$ cat src/rtl/zt_lw_pkg.sv
package zt_lw_pkg;
  localparam int DEF_ADDR_W = 6;
  localparam int DEF_NBYTES = 4;
  localparam int DEF_BYTE_W = 9;

  typedef enum logic {
    MODE_PIPE = 1'b0,
    MODE_FLOW = 1'b1
  } lw_mode_e;
endpackage

$ cat src/rtl/zt_lw_cmd_pipe.sv
// Two-deep history of accepted commands; advances only on enabled edges.
module zt_lw_cmd_pipe #(
  parameter int ADDR_W = 6,
  parameter int NBYTES = 4
) (
  input  logic              clk,
  input  logic              rst_n,
  input  logic              clk_en,
  input  logic              in_vld,
  input  logic              in_wr,
  input  logic [ADDR_W-1:0] in_addr,
  input  logic [NBYTES-1:0] in_bw_n,
  output logic              s1_vld,
  output logic              s1_wr,
  output logic [ADDR_W-1:0] s1_addr,
  output logic [NBYTES-1:0] s1_bw_n,
  output logic              s2_vld,
  output logic              s2_wr,
  output logic [ADDR_W-1:0] s2_addr,
  output logic [NBYTES-1:0] s2_bw_n
);
  always_ff @(posedge clk) begin
    if (!rst_n) begin
      s1_vld  <= 1'b0;
      s1_wr   <= 1'b0;
      s1_addr <= '0;
      s1_bw_n <= '1;
      s2_vld  <= 1'b0;
      s2_wr   <= 1'b0;
      s2_addr <= '0;
      s2_bw_n <= '1;
    end else if (clk_en) begin
      s1_vld  <= in_vld;
      s1_wr   <= in_wr;
      s1_addr <= in_addr;
      s1_bw_n <= in_bw_n;
      s2_vld  <= s1_vld;
      s2_wr   <= s1_wr;
      s2_addr <= s1_addr;
      s2_bw_n <= s1_bw_n;
    end
  end
endmodule

$ cat src/rtl/zt_lw_array.sv
// Storage split into independent byte lanes, one write port, one read port.
module zt_lw_array #(
  parameter int ADDR_W = 6,
  parameter int NBYTES = 4,
  parameter int BYTE_W = 9
) (
  input  logic                     clk,
  input  logic                     wr_en,
  input  logic [ADDR_W-1:0]        wr_addr,
  input  logic [NBYTES-1:0]        wr_bw_n,
  input  logic [NBYTES*BYTE_W-1:0] wr_data,
  input  logic [ADDR_W-1:0]        rd_addr,
  output logic [NBYTES*BYTE_W-1:0] rd_data
);
  localparam int NWORDS = 1 << ADDR_W;

  for (genvar b = 0; b < NBYTES; b++) begin : g_lane
    logic [BYTE_W-1:0] lane_mem [NWORDS];
    logic              lane_we;

    assign lane_we = wr_en && !wr_bw_n[b];

    always_ff @(posedge clk) begin
      if (lane_we) lane_mem[wr_addr] <= wr_data[b*BYTE_W +: BYTE_W];
    end

    assign rd_data[b*BYTE_W +: BYTE_W] = lane_mem[rd_addr];
  end
endmodule

$ cat src/rtl/zt_lw_out_stage.sv
// Output register (pipelined), forwarding merge, mode select, output enable.
module zt_lw_out_stage #(
  parameter int NBYTES = 4,
  parameter int BYTE_W = 9
) (
  input  logic                     clk,
  input  logic                     rst_n,
  input  logic                     clk_en,
  input  logic                     flow_sel,
  input  logic                     oe_n,
  input  logic                     s1_vld,
  input  logic                     s1_wr,
  input  logic                     fwd_hit,
  input  logic [NBYTES-1:0]        fwd_bw_n,
  input  logic [NBYTES*BYTE_W-1:0] fwd_data,
  input  logic [NBYTES*BYTE_W-1:0] arr_data,
  output logic [NBYTES*BYTE_W-1:0] q_out,
  output logic                     q_drv
);
  localparam int DATA_W = NBYTES * BYTE_W;

  // Overlay the lanes of new_w whose active-low enable is 0 onto old_w.
  function automatic logic [DATA_W-1:0] lane_merge(
    input logic [DATA_W-1:0] old_w,
    input logic [DATA_W-1:0] new_w,
    input logic [NBYTES-1:0] take_n
  );
    logic [DATA_W-1:0] r;
    r = old_w;
    for (int b = 0; b < NBYTES; b++) begin
      if (!take_n[b]) r[b*BYTE_W +: BYTE_W] = new_w[b*BYTE_W +: BYTE_W];
    end
    return r;
  endfunction

  logic              rd_slot;
  logic [DATA_W-1:0] merged;
  logic [DATA_W-1:0] pipe_q;
  logic              pipe_drv;
  logic              sel_drv;
  logic [DATA_W-1:0] sel_q;

  assign rd_slot = s1_vld && !s1_wr;
  assign merged  = lane_merge(arr_data, fwd_data, fwd_hit ? fwd_bw_n : '1);

  always_ff @(posedge clk) begin
    if (!rst_n) begin
      pipe_drv <= 1'b0;
      pipe_q   <= '0;
    end else if (clk_en) begin
      pipe_drv <= rd_slot;
      pipe_q   <= merged;
    end
  end

  assign sel_drv = flow_sel ? rd_slot  : pipe_drv;
  assign sel_q   = flow_sel ? arr_data : pipe_q;
  assign q_drv   = sel_drv && !oe_n;
  assign q_out   = q_drv ? sel_q : '0;
endmodule

$ cat src/rtl/zt_lw_sram.sv
module zt_lw_sram
  import zt_lw_pkg::*;
#(
  parameter int ADDR_W = DEF_ADDR_W,
  parameter int NBYTES = DEF_NBYTES,
  parameter int BYTE_W = DEF_BYTE_W
) (
  input  logic                     clk,
  input  logic                     rst_n,
  input  logic                     mode_flow,
  input  logic                     clk_en,
  input  logic                     ce_a_n,
  input  logic                     ce_b,
  input  logic                     ce_c_n,
  input  logic                     we_n,
  input  logic [ADDR_W-1:0]        addr,
  input  logic [NBYTES-1:0]        bw_n,
  input  logic                     oe_n,
  input  logic [NBYTES*BYTE_W-1:0] d_in,
  output logic [NBYTES*BYTE_W-1:0] q_out,
  output logic                     q_drv
);
  localparam int DATA_W = NBYTES * BYTE_W;

  lw_mode_e mode;
  assign mode = lw_mode_e'(mode_flow);

  // Named command events (also observed by the checker).
  logic chip_sel;
  logic rd_issue;
  logic desel_issue;
  assign chip_sel    = !ce_a_n && ce_b && !ce_c_n;
  assign rd_issue    = rst_n && clk_en && chip_sel && we_n;
  assign desel_issue = rst_n && clk_en && !chip_sel;

  logic              s1_vld, s1_wr, s2_vld, s2_wr;
  logic [ADDR_W-1:0] s1_addr, s2_addr;
  logic [NBYTES-1:0] s1_bw_n, s2_bw_n;

  zt_lw_cmd_pipe #(.ADDR_W(ADDR_W), .NBYTES(NBYTES)) u_cmd (
    .clk     (clk),
    .rst_n   (rst_n),
    .clk_en  (clk_en),
    .in_vld  (chip_sel),
    .in_wr   (!we_n),
    .in_addr (addr),
    .in_bw_n (bw_n),
    .s1_vld  (s1_vld),
    .s1_wr   (s1_wr),
    .s1_addr (s1_addr),
    .s1_bw_n (s1_bw_n),
    .s2_vld  (s2_vld),
    .s2_wr   (s2_wr),
    .s2_addr (s2_addr),
    .s2_bw_n (s2_bw_n)
  );

  // Late-write commit slot: one step back when flow-through, two when pipelined.
  logic              flow_sel;
  logic              commit_we;
  logic [ADDR_W-1:0] commit_addr;
  logic [NBYTES-1:0] commit_bw_n;
  assign flow_sel    = (mode == MODE_FLOW);
  assign commit_we   = clk_en && (flow_sel ? (s1_vld && s1_wr) : (s2_vld && s2_wr));
  assign commit_addr = flow_sel ? s1_addr : s2_addr;
  assign commit_bw_n = flow_sel ? s1_bw_n : s2_bw_n;

  logic [DATA_W-1:0] arr_data;

  zt_lw_array #(.ADDR_W(ADDR_W), .NBYTES(NBYTES), .BYTE_W(BYTE_W)) u_arr (
    .clk     (clk),
    .wr_en   (commit_we),
    .wr_addr (commit_addr),
    .wr_bw_n (commit_bw_n),
    .wr_data (d_in),
    .rd_addr (s1_addr),
    .rd_data (arr_data)
  );

  // Pipelined read of s1 lands on the same edge that commits s2: forward it.
  logic fwd_hit;
  assign fwd_hit = !flow_sel && s2_vld && s2_wr && (s2_addr == s1_addr);

  zt_lw_out_stage #(.NBYTES(NBYTES), .BYTE_W(BYTE_W)) u_out (
    .clk      (clk),
    .rst_n    (rst_n),
    .clk_en   (clk_en),
    .flow_sel (flow_sel),
    .oe_n     (oe_n),
    .s1_vld   (s1_vld),
    .s1_wr    (s1_wr),
    .fwd_hit  (fwd_hit),
    .fwd_bw_n (s2_bw_n),
    .fwd_data (d_in),
    .arr_data (arr_data),
    .q_out    (q_out),
    .q_drv    (q_drv)
  );
endmodule

$ cat config.mk
export PLATFORM = sky130hd
export DESIGN_NAME = zt_lw_sram
export DESIGN_NICKNAME = d
export VERILOG_FILES = /design/src/rtl/zt_lw_pkg.sv /design/src/rtl/zt_lw_cmd_pipe.sv /design/src/rtl/zt_lw_array.sv /design/src/rtl/zt_lw_out_stage.sv /design/src/rtl/zt_lw_sram.sv
export SDC_FILE = /design/constraint.sdc
export NUM_CORES = 2
export LEC_CHECK = 0
export CAP_MARGIN = 25
export CORE_ASPECT_RATIO = 1.4
export CORE_MARGIN = 5
export CORE_UTILIZATION = 55
export CTS_BUF_LIST = sky130_fd_sc_hd__clkbuf_16
export CTS_CLUSTER_DIAMETER = 60
export DETAILED_ROUTE_END_ITERATION = 10
export GPL_ROUTABILITY_DRIVEN = 0
export HOLD_SLACK_MARGIN = 0.08
export PLACE_DENSITY = 0.74
export SETUP_SLACK_MARGIN = 0.02
export SYNTH_ARGS = -nofsm -noshare
export SYNTH_HDL_FRONTEND = slang
export SYNTH_HIERARCHICAL = 1
export SYNTH_SLANG_ARGS = --single-unit
$ cat constraint.sdc
create_clock -name clk -period 3.18 [get_ports clk]
set_clock_uncertainty 0.15 [all_clocks]
set_input_delay 0.636 -clock clk [delete_from_list [all_inputs] [get_ports clk]]
set_output_delay 0.636 -clock clk [all_outputs]
set_load 0.01 [all_outputs]
# After elaboration in Yosys (flattened, before gate mapping)
# Memory sizes are Yosys's and may differ from the RTL's. A register that Yosys moved wholly into a read port is not among the register bits.
# Cells that the tools add are included.
dict set report totals {
  output_inout_bits 37
  ram_bits 2304
  wordCells 66
  ff_bits 61
  inputBits 55
  memories 4
}
# name depth word_bits rd rd_ports_with_merged_regs wr line_no
set mem_list {}
lappend mem_list {{u_arr.g_lane[0].lane_mem} 64 9 1 1 1 zt_lw_array.sv:18} ;# logic [BYTE_W-1:0] lane_mem [NWORDS];
lappend mem_list {{u_arr.g_lane[1].lane_mem} 64 9 1 1 1 zt_lw_array.sv:18}
lappend mem_list {{u_arr.g_lane[2].lane_mem} 64 9 1 1 1 zt_lw_array.sv:18}
lappend mem_list {{u_arr.g_lane[3].lane_mem} 64 9 1 1 1 zt_lw_array.sv:18}
dict set report classes {
  n_eq_ne 1
  muxes 27
  n_reduce_logical 24
}
# cell n
set ops {}
lappend ops {{36-bit 2-to-1 mux} 2}
lappend ops {{6-bit 2-to-1 mux} 9}
lappend ops {{9-bit 2-to-1 mux} 4}
lappend ops {{1-bit logical AND} 14}
lappend ops {{1-bit zero test} 10}
lappend ops {{1-bit 2-to-1 mux} 10}
lappend ops {{4-bit 2-to-1 mux} 2}
lappend ops {{6-bit == test} 1}

# Depth between registers and ports, before layout
dict set report depth {
  ltp_word 6
  ltp_mapped 12
  ltp_nobuf 7
}

# Cells and area by module
# The synthesis kept the hierarchy.
# mod seq_area_each_um2 instances cells_each area_per_inst_um2
set by_module_without_submodules {}
lappend by_module_without_submodules {zt_lw_array 69186.4 1 4034 88322.2}
lappend by_module_without_submodules {zt_lw_out_stage 740.7 1 302 2899.0}
lappend by_module_without_submodules {zt_lw_cmd_pipe 480.5 1 77 909.6}
lappend by_module_without_submodules {zt_lw_sram 0.0 1 24 222.7}

# Worst setup path after synthesis
# Ideal clock, no wire load.
dict set report synth_path {
  kind {flip-flop to output port}
  startpoint {register, netlist name u_cmd/s1_addr[0]}
  endpoint {output q_out[3]}
  stages_incl_launch_ff 12
  t_arrival_ns 2.362
  slack_ns 0.032
  required_time_ns 2.394
  n_path_buf 5
  path_cell_list {dfxtp_1 -> buf_2 -> buf_6 -> buf_4 -> buf_4 -> buf_4 -> nor2_2 -> a2111oi_0 -> a2111oi_0 -> nor3_1 -> mux2i_1 -> a211oi_1}
}
# element line_no
set synth_lines {}
lappend synth_lines {{end: declaration} zt_lw_sram.sv:20} ;# output logic [NBYTES*BYTE_W-1:0] q_out,

==> metrics.md <==
| Metric | Value |
|---|---|
| Nets | `5436` |
| Clk sinks | `2365` |
| Die H | `495 microns` |
| Hold Path Class | `input port to register` |
| Cts bufs inserted | `203` |
| Filler cells | `a little under 10000` |
| DRC | `0` |
| Main synth FF type | `edfxtp_1` |
| FF-to-FF End | `u_arr/g_lane[3].lane_mem[38][0]$_DFFE_PP_` |
| Hold Startpoint | `d_in[4]` |
| Max_cap viols | `0` |
| Highest clock rate | `around 220 MHz` |
| Hpwl dp | `173000 microns` |
| Final slew viol count | `0` |
| DR pass1 iterations | `10` |
| I/O Buffers | `91` |
| Worst vdd ir | `474 uV` |
| TritonCTS clock tree | `yes` |
| Synthesized area per cell | `20.8 sq um` |
| All-Layer GR Usage | `31.3%` |
| Synth async-reset ratio | `0%` |
| R2R Path Start | `u_cmd/s1_addr[0]$_SDFFE_PN0P_` |
| Failing checks | `setup timing` |
| Syn nets | `~4500` |
| Hold Path End | `u_arr/g_lane[0].lane_mem[0][4]$_DFFE_PP_` |
| Clk Latency, worst-skew pair | `870 ps` |
| Setup crit end kind | `output port` |
| Most frequent cells in the layout | `edfxtp_1, buf_4, mux4_2` |
| Max Buffers Root-to-Sink | `3` |
| Yosys top cell area share | `74.9%` |
| Final min period | `4610 ps` |
| Synth Register Bits | `2365` |
| Critical path type | `register to output port` |
| Grt total ovfl | `0` |
| Slack of the worst reg-to-reg path | `-50 ps` |
| Largest area contributor in the netlist | `edfxtp_1` |
| Post-layout util | `67.8%` |
| Core Area | `167000 sq um` |
| Most common cell after layout, fill and taps aside | `edfxtp_1` |
| Full die area | `176000 sq um` |
| Least-Margin Pin Slew | `1090 ps` |
| Setup TNS | `-45990 ps` |
| Number of synthesized flops with an enable pin | `2304` |
| Outcome | `complete, but fails checks` |
| Worst reg-to-reg path cell count | `10` |
| Post-synth cell types | `a little under 60` |
| Antenna-violating nets left | `0` |
| Fin. Hold Viols | `0` |
| Root Buffer | `clkbuf_16` |
| FP Rows | `~180` |
| Hold depth | `1` |
| Synth top area cells | `edfxtp_1, mux4_2, mux2i_1` |
| Avg WL per Cell | `35.9 microns` |
| Initial Utilization | `55.1%` |
| Total number of vias | `52400` |
| Critical Path RT | `2390 ps` |
| Mapped Area | `92400 sq um` |
| PD cells | `561 nW/um^2` |
| RSZ-0062 raised after global routing | `yes` |
| Synthesis-to-finish area growth | `22.9%` |
| Initial drt markers | `around 8200` |
| Final setup viols | `70` |
| Mapped Cells | `about 4400` |
| Vias in the first global route | `~52000` |
| Post-Route WL | `280000 microns` |
| Share of the clock period used by the worst path | `145%` |
| Clock transition at the registers of the reported paths | `70 ps` |
| Max-slew headroom | `27.2%` |
| First-pass GRT wire length | `between 300000 and 400000 microns` |
| Design Power | `between 0.06 and 0.07 W` |
| Synth warnings | `6` |
| Initial antenna violation count | `15` |
| WP data arrival | `between 3000 and 4000 ps` |
| Ports | `92` |
| Via density | `6.71` |
| Sequential share of the synthesized area | `between 70% and 80%` |
| CTS H-tree lvls | `4` |
| Largest net degree at the start of global routing | `135` |
| Fin worst setup slack | `-1430 ps` |
| Critical Path Source Type | `register` |
| LEAKAGE | `around 36 nW` |
| Layout cell share with drive strength beyond 1 | `between 40 and 50%` |
| Die Width | `between 300 and 400 microns` |
| CP Max Fanout | `5` |
-- Yosys cell counts, types with 35 or more instances --
| master | n |
|---|---|
| inv_1 | 37 |
| mux2i_1 | 143 |
| dfxtp_1 | 61 |
| edfxtp_1 | 2304 |
| clkbuf_1 | 126 |
| nand2_1 | 123 |
| buf_2 | 84 |
| a21oi_1 | 36 |
| nor2_1 | 296 |
| mux4_2 | 564 |
| o22ai_1 | 155 |
| o21ai_0 | 61 |
| mux2_2 | 35 |
-- cells by family (layout without fill, tap and decap cells) --
| kind of cell | after synthesis | after routing | synth area share, % |
|---|---|---|---|
| DFF | 2365 | 2365 | 76.2 |
| muxes | 742 | 742 | 15.7 |
| and+or+nand+nor | 586 | 586 | 3.05 |
| AOI/OAI and AO/OA | 415 | 415 | 3.23 |
| buffers and inverters | 323 | 1442 | 1.70 |
| xor gates and xnor gates | 6 | 6 | 0.0569 |
| other | 0 | 8 | 0 |
-- per-layer routing --
layer | global-route usage (%) | part of all wire [%] | wire length [microns]
met5 | 0 | 0.026 | 73
met2 | 49.2 | 48 | 135000
met3 | 7.74 | 12 | 33400
met1 | 38.9 | 32 | 88800
met4 | 21.0 | 8.2 | 23000
-- metrics by stage --
| stage | cell area [sq um] | hold slack, ps | instances | setup WS (ps) |
|---|---|---|---|---|
| final | 114000 | 133 | 7814 | -1430 |
| after global routing | 113000 | 96.2 | 7809 | -1490 |
| after floorplan | 92400 | 307 | 4437 | 31.6 |
| after global placement | 102000 | 331 | 7271 | -1640 |
| after detailed placement | 102000 | 342 | 7272 | -1440 |
| after CTS | 112000 | 80.3 | 7738 | -1450 |
-- sequential cells by signal, summed over array words and instances (netlist names) --
register and flops:
u_cmd/s2_vld 1, u_cmd/s1_vld 1, u_out/pipe_q 36, u_cmd/s2_addr 6, u_out/pipe_drv 1, u_cmd/s1_wr 1
u_cmd/s2_bw_n 4, u_arr/g_lane.lane_mem 2304, u_cmd/s1_addr 6, u_cmd/s2_wr 1, u_cmd/s1_bw_n 4
-- cell type report --
| type | count | area [sq um] | area share (%) |
|---|---|---|---|
| Sequential cell | 2365 | 70400 | 62.0 |
| Tap cell | 2250 | 2820 | 2.48 |
| Antenna cell | 8 | 20.0 | 0.0176 |
| Clock buffer | 208 | 5200 | 4.59 |
| Clock inverter | 172 | 1220 | 1.07 |
| Timing Repair Buffer | 1025 | 10500 | 9.21 |
| Multi-Input combinational cell | 1749 | 23200 | 20.5 |
| Inverter | 37 | 139 | 0.122 |
-- power breakdown --
group          internal, W  switching (W)
logic              0.00229        0.00286
registers           0.0342      0.0000603
clock network       0.0128         0.0114
total               0.0493         0.0143
-- worst max-delay path by stage --
stage	startpoint	depth (start not counted)	endpoint
final	u_cmd/s1_addr[0]$_SDFFE_PN0P_	14	q_out[4]
after global routing	u_cmd/s1_addr[0]$_SDFFE_PN0P_	13	q_out[4]
after CTS	u_cmd/s1_addr[0]$_SDFFE_PN0P_	14	q_out[16]
after detailed placement	u_cmd/s1_addr[0]$_SDFFE_PN0P_	12	q_out[16]
after global placement	u_cmd/s1_addr[0]$_SDFFE_PN0P_	11	q_out[14]
after floorplan	u_cmd/s1_addr[0]$_SDFFE_PN0P_	11	q_out[3]
-- worst max-delay path: stages (launching register included) --
cell             delay, ps
dfxtp_4                370
buf_12                 150
buf_12                 140
buf_16                 160
buf_16                 140
buf_12                 120
mux4_2                 500
o22ai_1                310
nor4_4                  80
buf_4                  190
a2bb2oi_4              150
mux2i_2                180
a211oi_1                70
buf_4                  150
clkdlybuf4s15_2        220
-- repair_timing --
action	in CTS	in global routing
pin swaps	94	121
hold buffers	6	0
gates cloned	22	2
setup buffers	73	89
resized for setup	569	269
endpoints found under the hold margin	58	0
endpoints found under the setup margin	39	361
Power figures use the tool's default switching activity.
